===== src/rtl/csdma_pkg.sv =====
package csdma_pkg;

    // Configuration targets selected by cfg_sel
    typedef enum logic [1:0] {
        SEL_CTRL = 2'd0,
        SEL_DEV  = 2'd1,
        SEL_ADDR = 2'd2,
        SEL_CNT  = 2'd3
    } cfg_sel_e;

    // Bit positions inside the command word
    localparam int CMD_DIR_BIT = 0;
    localparam int CMD_GO_BIT  = 1;
    localparam int CMD_CLR_BIT = 2;
    localparam int CMD_W       = 3;

    typedef enum logic {
        DIR_DEV2MEM = 1'b0,
        DIR_MEM2DEV = 1'b1
    } xfer_dir_e;

    typedef enum logic [1:0] {
        ST_IDLE,
        ST_ARMED,
        ST_REQ,
        ST_XFER
    } seq_state_e;

    typedef struct packed {
        logic      clr;
        logic      go;
        xfer_dir_e dir;
    } cmd_word_t;

    function automatic cmd_word_t decode_cmd(input logic [CMD_W-1:0] bits);
        cmd_word_t c;
        c.clr = bits[CMD_CLR_BIT];
        c.go  = bits[CMD_GO_BIT];
        c.dir = xfer_dir_e'(bits[CMD_DIR_BIT]);
        return c;
    endfunction

endpackage


===== src/rtl/csd_regs.sv =====
module csd_regs
    import csdma_pkg::*;
#(
    parameter int AW  = 16,
    parameter int CW  = 16,
    parameter int DVW = 8
) (
    input  logic            clk,
    input  logic            rst,
    input  logic            wr_en,
    input  cfg_sel_e        sel,
    input  logic [AW-1:0]   wdata,
    input  xfer_dir_e       dir_in,
    input  logic            step,
    output xfer_dir_e       dir,
    output logic [DVW-1:0]  dev_addr,
    output logic [AW-1:0]   mem_ptr,
    output logic [CW-1:0]   count,
    output logic            cnt_zero,
    output logic            cnt_one
);

    localparam logic [CW-1:0] CNT_ONE = CW'(1);
    localparam logic [AW-1:0] PTR_ONE = AW'(1);

    always_ff @(posedge clk) begin
        if (rst) begin
            dir      <= DIR_DEV2MEM;
            dev_addr <= '0;
            mem_ptr  <= '0;
            count    <= '0;
        end else if (step) begin
            mem_ptr <= mem_ptr + PTR_ONE;
            count   <= count - CNT_ONE;
        end else if (wr_en) begin
            unique case (sel)
                SEL_CTRL: dir      <= dir_in;
                SEL_DEV:  dev_addr <= wdata[DVW-1:0];
                SEL_ADDR: mem_ptr  <= wdata;
                SEL_CNT:  count    <= wdata[CW-1:0];
                default:  ;
            endcase
        end
    end

    assign cnt_zero = (count == '0);
    assign cnt_one  = (count == CNT_ONE);

endmodule


===== src/rtl/csd_seq.sv =====
module csd_seq
    import csdma_pkg::*;
(
    input  logic clk,
    input  logic rst,
    input  logic go,
    input  logic clr,
    input  logic cnt_zero,
    input  logic cnt_one,
    input  logic dev_rdy,
    input  logic bus_gnt,
    output logic busy,
    output logic bus_req,
    output logic xfer,
    output logic irq
);

    seq_state_e state, state_nx;
    logic       done_now;

    always_comb begin
        state_nx = state;
        unique case (state)
            ST_IDLE:  if (go && !cnt_zero) state_nx = ST_ARMED;
            ST_ARMED: if (dev_rdy)         state_nx = ST_REQ;
            ST_REQ:   if (bus_gnt)         state_nx = ST_XFER;
            ST_XFER:  state_nx = cnt_one ? ST_IDLE : ST_ARMED;
            default:  state_nx = ST_IDLE;
        endcase
    end

    // Completion: last word moved, or an empty block was started
    assign done_now = ((state == ST_XFER) && cnt_one) ||
                      ((state == ST_IDLE) && go && cnt_zero);

    always_ff @(posedge clk) begin
        if (rst) begin
            state <= ST_IDLE;
            irq   <= 1'b0;
        end else begin
            state <= state_nx;
            if (done_now)  irq <= 1'b1;
            else if (clr)  irq <= 1'b0;
        end
    end

    assign busy    = (state != ST_IDLE);
    assign bus_req = (state == ST_REQ) || (state == ST_XFER);
    assign xfer    = (state == ST_XFER);

endmodule


===== src/rtl/csd_path.sv =====
module csd_path
    import csdma_pkg::*;
#(
    parameter int AW = 16,
    parameter int DW = 16
) (
    input  logic          xfer,
    input  xfer_dir_e     dir,
    input  logic [AW-1:0] mem_ptr,
    input  logic [DW-1:0] mem_rdata,
    input  logic [DW-1:0] dev_rdata,
    output logic          mem_en,
    output logic          mem_we,
    output logic [AW-1:0] mem_addr,
    output logic [DW-1:0] mem_wdata,
    output logic          dev_rd,
    output logic          dev_wr,
    output logic [DW-1:0] dev_wdata
);

    logic to_mem;
    logic to_dev;

    assign to_mem = xfer && (dir == DIR_DEV2MEM);
    assign to_dev = xfer && (dir == DIR_MEM2DEV);

    // Bus lines stay at zero outside the stolen cycle
    assign mem_en    = xfer;
    assign mem_addr  = xfer   ? mem_ptr   : '0;
    assign mem_we    = to_mem;
    assign mem_wdata = to_mem ? dev_rdata : '0;
    assign dev_rd    = to_mem;
    assign dev_wr    = to_dev;
    assign dev_wdata = to_dev ? mem_rdata : '0;

endmodule


===== src/rtl/steal_dma.sv =====
module steal_dma
    import csdma_pkg::*;
#(
    parameter int AW  = 16,
    parameter int DW  = 16,
    parameter int CW  = 16,
    parameter int DVW = 8
) (
    input  logic           clk,
    input  logic           rst,
    input  logic           cfg_we,
    input  logic [1:0]     cfg_sel,
    input  logic [AW-1:0]  cfg_wdata,
    output logic           busy,
    output logic           irq,
    output logic           bus_req,
    input  logic           bus_gnt,
    output logic           mem_en,
    output logic           mem_we,
    output logic [AW-1:0]  mem_addr,
    output logic [DW-1:0]  mem_wdata,
    input  logic [DW-1:0]  mem_rdata,
    output logic [DVW-1:0] dev_addr,
    input  logic           dev_rdy,
    input  logic [DW-1:0]  dev_rdata,
    output logic           dev_rd,
    output logic [DW-1:0]  dev_wdata,
    output logic           dev_wr
);

    cfg_sel_e      sel;
    cmd_word_t     cmd;
    logic          wr_ok;
    logic          cmd_hit;
    logic          go;
    logic          clr;
    logic          xfer;
    logic          cnt_zero;
    logic          cnt_one;
    xfer_dir_e     dir;
    logic [AW-1:0] mem_ptr;
    logic [CW-1:0] count;

    assign sel     = cfg_sel_e'(cfg_sel);
    assign cmd     = decode_cmd(cfg_wdata[CMD_W-1:0]);
    assign wr_ok   = cfg_we && !busy;
    assign cmd_hit = wr_ok && (sel == SEL_CTRL);
    assign go      = cmd_hit && cmd.go;
    assign clr     = cmd_hit && cmd.clr;

    csd_regs #(.AW(AW), .CW(CW), .DVW(DVW)) i_regs (
        .clk      (clk),
        .rst      (rst),
        .wr_en    (wr_ok),
        .sel      (sel),
        .wdata    (cfg_wdata),
        .dir_in   (cmd.dir),
        .step     (xfer),
        .dir      (dir),
        .dev_addr (dev_addr),
        .mem_ptr  (mem_ptr),
        .count    (count),
        .cnt_zero (cnt_zero),
        .cnt_one  (cnt_one)
    );

    csd_seq i_seq (
        .clk      (clk),
        .rst      (rst),
        .go       (go),
        .clr      (clr),
        .cnt_zero (cnt_zero),
        .cnt_one  (cnt_one),
        .dev_rdy  (dev_rdy),
        .bus_gnt  (bus_gnt),
        .busy     (busy),
        .bus_req  (bus_req),
        .xfer     (xfer),
        .irq      (irq)
    );

    csd_path #(.AW(AW), .DW(DW)) i_path (
        .xfer      (xfer),
        .dir       (dir),
        .mem_ptr   (mem_ptr),
        .mem_rdata (mem_rdata),
        .dev_rdata (dev_rdata),
        .mem_en    (mem_en),
        .mem_we    (mem_we),
        .mem_addr  (mem_addr),
        .mem_wdata (mem_wdata),
        .dev_rd    (dev_rd),
        .dev_wr    (dev_wr),
        .dev_wdata (dev_wdata)
    );

endmodule


===== config.mk =====
export PLATFORM = sky130hd
export DESIGN_NAME = steal_dma
export DESIGN_NICKNAME = d
export VERILOG_FILES = /design/src/rtl/csdma_pkg.sv /design/src/rtl/csd_regs.sv /design/src/rtl/csd_seq.sv /design/src/rtl/csd_path.sv /design/src/rtl/steal_dma.sv
export SDC_FILE = /design/constraint.sdc
export NUM_CORES = 1
export LEC_CHECK = 0
export BUFFER_PORTS_ARGS = -buffer_cell sky130_fd_sc_hd__buf_2
export CAP_MARGIN = 20
export CORE_ASPECT_RATIO = 1.5
export CORE_UTILIZATION = 50
export CTS_BUF_LIST = sky130_fd_sc_hd__clkbuf_4
export CTS_CLUSTER_DIAMETER = 200
export DETAILED_ROUTE_END_ITERATION = 10
export PLACE_DENSITY = 0.88
export SLEW_MARGIN = 20
export SYNTH_ARGS = -nofsm -noshare
export SYNTH_HDL_FRONTEND = slang
export SYNTH_SLANG_ARGS = --single-unit
export TNS_END_PERCENT = 50

===== constraint.sdc =====
create_clock -name clk -period 2.09 [get_ports clk]
set_input_delay 0.1045 -clock clk [delete_from_list [all_inputs] [get_ports clk]]
set_output_delay 0.1045 -clock clk [all_outputs]
set_load 0.01 [all_outputs]

==> results.cfg, run 1 <==
[logic_synthesis]
ys_async_sr_fraction_pct = 0
yosysSeqAreaShare_pct = 30.49
ys_warn_count = 0
ys.flop_type = dfxtp_1
synth_area_sq_um = 2889
syn_area_per_cell_sq_um = 7.915
netlist_top_cells_count = 44 x dfxtp_1, 35 x nor2_1, 30 x and2_1
synth.most_common_cell = dfxtp_1
ys_ff_latch = 44
postSynthCellCount = 365
synth_edf_count = 0
synth_top_area_cell = dfxtp_1
synth_cell_types = 59
yosysTopAreaCellShare_pct = 30.49
synth_fp_nets = 427
yosys-top-cells-area = dfxtp_1 30%, and2_1 6.5%, nor2_1 4.5%

[clocking]
cts_tree = built
htreeDepth = 2
clk_pin_slew_ns = 0.15
cts_sinks = 44
clockRootBuffer = clkbuf_4
clk_latency_ns = 0.37
cts.path.max_buffers = 2
cts_inserted_buffers = 5

[die]
design.die.area_sq_um = 6092
design.portCount = 118
die_h_um = 95.10
rows = 33
core_sq_um = 5533
initial_core_util_pct = 52.22
die_x_um = 64.07

[routing]
drt_pass1_iterations = 4
vias = 3311
wl_per_cell_um = 15.81
wl_met2_um = 4497
met3WireLength_um = 497
ant_nets = 0
drc = 0
drt_wl_total_um = 8824
wirelength_met1_um = 3493
top_layer = met4
drt_iter0_markers = 194
viasPerCell = 5.934

[timing]
worst_slack_ns = 0.1078
timing.final.crit_period_ns = 1.982
setup_viol = 0
slew_headroom_pct = 64.21
hold_viol = 0
fmax_mhz = 504.5
finalClockSkew_ns = 0.009615
min_period_over_period_pct = 94.84
tightestPinTransition_ns = 0.5328
drv_slew = 0

[worst_setup_path]
crit_start = i_seq.state[1]
crit_fanout = 18
cp.buffers_inverters = 4
cp-end-kind = output port
r2r-start = i_seq.state[0]
critical_path_arrival_ns = 1.88
crit_chain = ha_2 > clkinvlp_4 > buf_4 > nor2_1 > buf_4 > and2_1 > buf_2
cp_top_family = buffers and inverters
crit_slowest_cell = dfxtp_2
cp-start-kind = flip-flop
worst_path_most_repeated_cell = buf_4
slowest_delay_ns = 0.39
worstSetupPathType = flip-flop to output port
worstPathRequired_ns = 1.99

[pwr]
p_seq_share_pct = 47.6
internal_power_mw = 1.357
clockPowerShare_pct = 29.0
p_sw_mw = 0.6322
combPwrFrac_pct = 23.5
max-vdd-ir-drop_mv = 0.4557
power_leakage_nw = 1.755
power_density_nw_per_um2 = 530.9
switching_share_pct = 31.78

[grt]
grt_max_degree = 71
overflow = 0
grt_use_total_pct = 29.59
grt_pass1_vias = 3179
grt_antenna_before_repair = 0
grt_pass1_wl_um = 14170

[run_status]
status = complete, no violations

[placed_design]
port_buffers = 117
dpl.hpwl_um = 6427
routabilityCongestion = 0.8851
pre_cts_slack_ns = 0.1157
placed_cell_area_sq_um = 3606

[cells_and_area]
area.growth.synth_to_final_pct = 29.71
final_area_sq_um = 3747
drive_above_1_share_pct = 34.43
antenna_cells = 0
fin_nets = 549

[hold_path]
min_path_type = input pin to flip-flop
min_from = cfg_wdata[5]

[job]
maxCapViolCount = 0
registers in the layout, summed over array words and instances (netlist names):
| register | count |
|---|---|
| i_regs.count | 16 |
| i_regs.dev_addr | 8 |
| i_regs.dir | 1 |
| i_regs.mem_ptr | 16 |
| i_seq.irq | 1 |
| i_seq.state | 2 |
cells in the final DEF, fill, tap and decap left out, drive strengths merged, types with 9 or more instances in the layout:
cell   count
a21oi     25
a31oi      9
and2      30
and3      20
buf      132
dfxtp     44
inv       15
mux2i      9
nand2     24
nand3     10
nor2      35
nor3      11
nor4      10
o21ai     11
metal layers:
layer	track usage, %	vias to the layer above
met5	0	-
met2	52.57	141
met1	32.87	1533
li1	-	1608
met3	5.383	29
met4	16.67	0
worst min-delay path, delay by kind of cell:
family          cells  cell delay (ns)
buf+inv             1             0.13
simple gates        1             0.06
compound gates      1             0.05
worst paths after layout:
path | to | slack, ns | cells after the start
hold reg to reg | i_regs.dev_addr[0] | 0.51 | 2
hold / removal | i_regs.mem_ptr[5] | 0.003 | 3
setup reg to reg | i_regs.count[5] | 0.13 | 6
setup / recovery | mem_wdata[10] | 0.11 | 7
final cells by class:
| type | instances | area, sq um |
|---|---|---|
| multi-input cells | 286 | 1892 |
| fillers | 485 | 1785 |
| flip-flops and latches | 44 | 883.3 |
| repair buffers | 135 | 740.7 |
| well taps | 70 | 87.58 |
| inverters | 15 | 60.06 |
| clock inverters | 3 | 46.29 |
| clock buffers | 5 | 37.54 |
logic make-up after synthesis:
kind of cell,count (synthesis),synth area share (%)
AND/OR/NAND/NOR,175,35.21
AO/OA/AOI/OAI,87,20.40
flip-flops,44,30.49
buffers and inverters,35,4.807
multiplexers,15,5.457
adder cells (fa/ha/maj),7,3.031
XOR/XNOR,2,0.6064
power groups by stage:
stage / registers [mW] / clock network [mW] / logic [mW]
floorplan: 0.949 / 0 / 0.278
global placement: 0.957 / 0 / 0.427
detailed placement: 0.961 / 0 / 0.439
CTS: 0.943 / 0.578 / 0.445
global route: 0.954 / 0.619 / 0.514
finish: 0.946 / 0.576 / 0.467
stage by stage:
step	utilization [%]	power [mW]	std cells	hold WS (ns)	setup TNS (ns)
floorplan	-	1.228	365	0.2404	0
global placement	65.17	1.384	546	0.3815	0
detailed placement	65.17	1.399	546	0.3973	0
CTS	67.25	1.966	557	0.003674	0
global route	67.73	2.087	558	0.002070	-0.02771
finish	67.73	1.990	558	0.003120	0
timing repair:
item	CTS	global route
hold buffers	2	1
gates cloned	0	0
setup buffers	1	0
pin swaps	0	1
resized for setup	1	5
endpoints found under the setup margin	16	19
hold endpoints to repair	2	1
(Power assumes the default switching activity.)
==> run 2: changes to the inputs <==
Settings changed: CORE_ASPECT_RATIO 1.5 to 1.4.
==> run 2 against run 1 <==
  * Core utilization grew 0.39 points
  * Die area is essentially flat
  * Sequential cell count is the same
  * Critical path depth shrank 1
  * Clock power shrank 1%
  * Sequential power is essentially flat
  * Setup slack lost 0.014 ns
  * First-iteration DRC count shrank 4.1%
  * Combinational power grew 3%
  * Wire length grew 1.2%
  * Clock-buffer cell count is the same
==> results.cfg, run 2 (synthesis results as in run 1) <==
[worst_setup_path]
cp-start-kind = flip-flop
ff2ff_setup_slack_ns = 0.09
r2r-start = i_seq.state[0]
worstSetupPathType = flip-flop to flip-flop
worstPathRequired_ns = 2.36
critical_path_arrival_ns = 2.27
crit_fanout = 7
worstReg2RegEnd = i_seq.state[0]
cp-end-kind = flip-flop
reg2regPathDepth = 6

[grt]
grt_use_total_pct = 29.86
grt_max_degree = 34
overflow = 0
grt_pass1_vias = 3039
grt_antenna_before_repair = 0
grt_pass1_wl_um = 14230

[routing]
wl_per_cell_um = 15.95
vias = 3366
ant_nets = 0
drt_iter0_markers = 186
drt_wl_total_um = 8934
viasPerCell = 6.011
drc = 0
drt_pass1_iterations = 6

[timing]
whs_ns = 0.01018
hold_viol = 0
rsz0062_at_grt = false
tightestPinTransition_ns = 0.4832
worst_slack_ns = 0.09393
finalClockSkew_ns = 0.003265
min_period_over_period_pct = 95.51
timing.final.crit_period_ns = 1.996
fmax_mhz = 501.0
setup_viol = 0
setup_tns_ns = 0
slew_headroom_pct = 67.49
drv_slew = 0

[cells_and_area]
area.growth.synth_to_final_pct = 30.27
fin_nets = 553
largest_registers = i_regs.count (16), i_regs.mem_ptr (16), i_regs.dev_addr (8)
multi_input_area_sq_um = 1897
mostFrequentLayoutCell = buf_2
fillers = 446
mostFrequentLayoutCells = 117 x buf_2, 42 x dfxtp_1, 35 x nor2_1
final_area_sq_um = 3764
drive_above_1_share_pct = 34.35
antenna_cells = 0
ff_latch_area_sq_um = 883.3

[clocking]
clockRootBuffer = clkbuf_4
cts_inserted_buffers = 5
htreeDepth = 2
clk_pin_slew_ns = 0.14
cts.path.max_buffers = 2
clk_latency_ns = 0.38
cts_sinks = 44
cts_tree = built

[job]
maxCapViolCount = 0

[pwr]
power_leakage_nw = 1.777
max-vdd-ir-drop_mv = 0.4422
power_density_nw_per_um2 = 529.5
power.total_mw = 1.993

[hold_path]
min_from = cfg_wdata[9]
whs_path_depth = 3
min_to = i_regs.count[9]
min_path_type = input pin to flip-flop

[placed_design]
dpl.hpwl_um = 6752
routabilityCongestion = 0.8802
pre_cts_slack_ns = 0.1123
port_buffers = 117
placed_cell_area_sq_um = 3628

[die]
design.die.area_sq_um = 6091
initial_core_util_pct = 52.29
core_sq_um = 5525
rows = 32
die_h_um = 91.94
design.portCount = 118
die_x_um = 66.25

[run_status]
status = complete, no violations
run 2: repair_timing:
item	CTS	global route
setup buffers	0	0
setup endpoints to repair	0	24
hold buffers	3	0
hold endpoints to repair	3	0
gates resized for setup	0	4
run 2: cell type report:
type                    count  area share [%]
repair buffers            139           20.15
well taps                  68           2.261
flip-flops and latches     44           23.47
clock buffers               5          0.9973
inverters                  15           1.496
clock inverters             3           1.230
multi-input cells         286           50.40
run 2: where the power goes:
group | leakage (nW) | switching [mW] | total, mW | internal (mW)
clock | 0.0418 | 0.313 | 0.569 | 0.256
combinational | 1.38 | 0.255 | 0.479 | 0.223
sequential | 0.358 | 0.0597 | 0.945 | 0.886
total | 1.78 | 0.628 | 1.99 | 1.36
run 2: critical path, cell delays in order (launching register included):
cell	delay (ns)
dfxtp_2	0.38
inv_1	0.11
ha_1	0.29
or4bb_1	0.57
nor4_4	0.30
or3_1	0.18
a21oi_1	0.07
run 2: layer usage:
layer  vias up  track usage [%]  share of wire, %
li1       1606                -                 -
met5         -                0                 0
met3        30            5.100               6.6
met2       157            48.55                49
met4         0            12.41               3.7
met1      1573            38.20                40
run 2: worst max-delay path by stage:
stage,slack [ns],endpoint,startpoint
after global routing,0.03,i_seq.state[0],i_seq.state[0]
after CTS,0.08,mem_wdata[3],i_seq.state[1]
after floorplan,0.30,i_seq.state[1],i_seq.state[0]
after global placement,0.22,i_seq.state[1],i_seq.state[0]
final,0.09,i_seq.state[0],i_seq.state[0]
after detailed placement,0.11,i_seq.state[0],i_seq.state[0]
run 2: per-stage QoR:
| step | cells | util [%] |
|---|---|---|
| after global placement | 549 | 65.67 |
| after detailed placement | 549 | 65.67 |
| final | 560 | 68.12 |
| after CTS | 560 | 67.73 |
| after global routing | 560 | 68.12 |
| after floorplan | 365 | - |
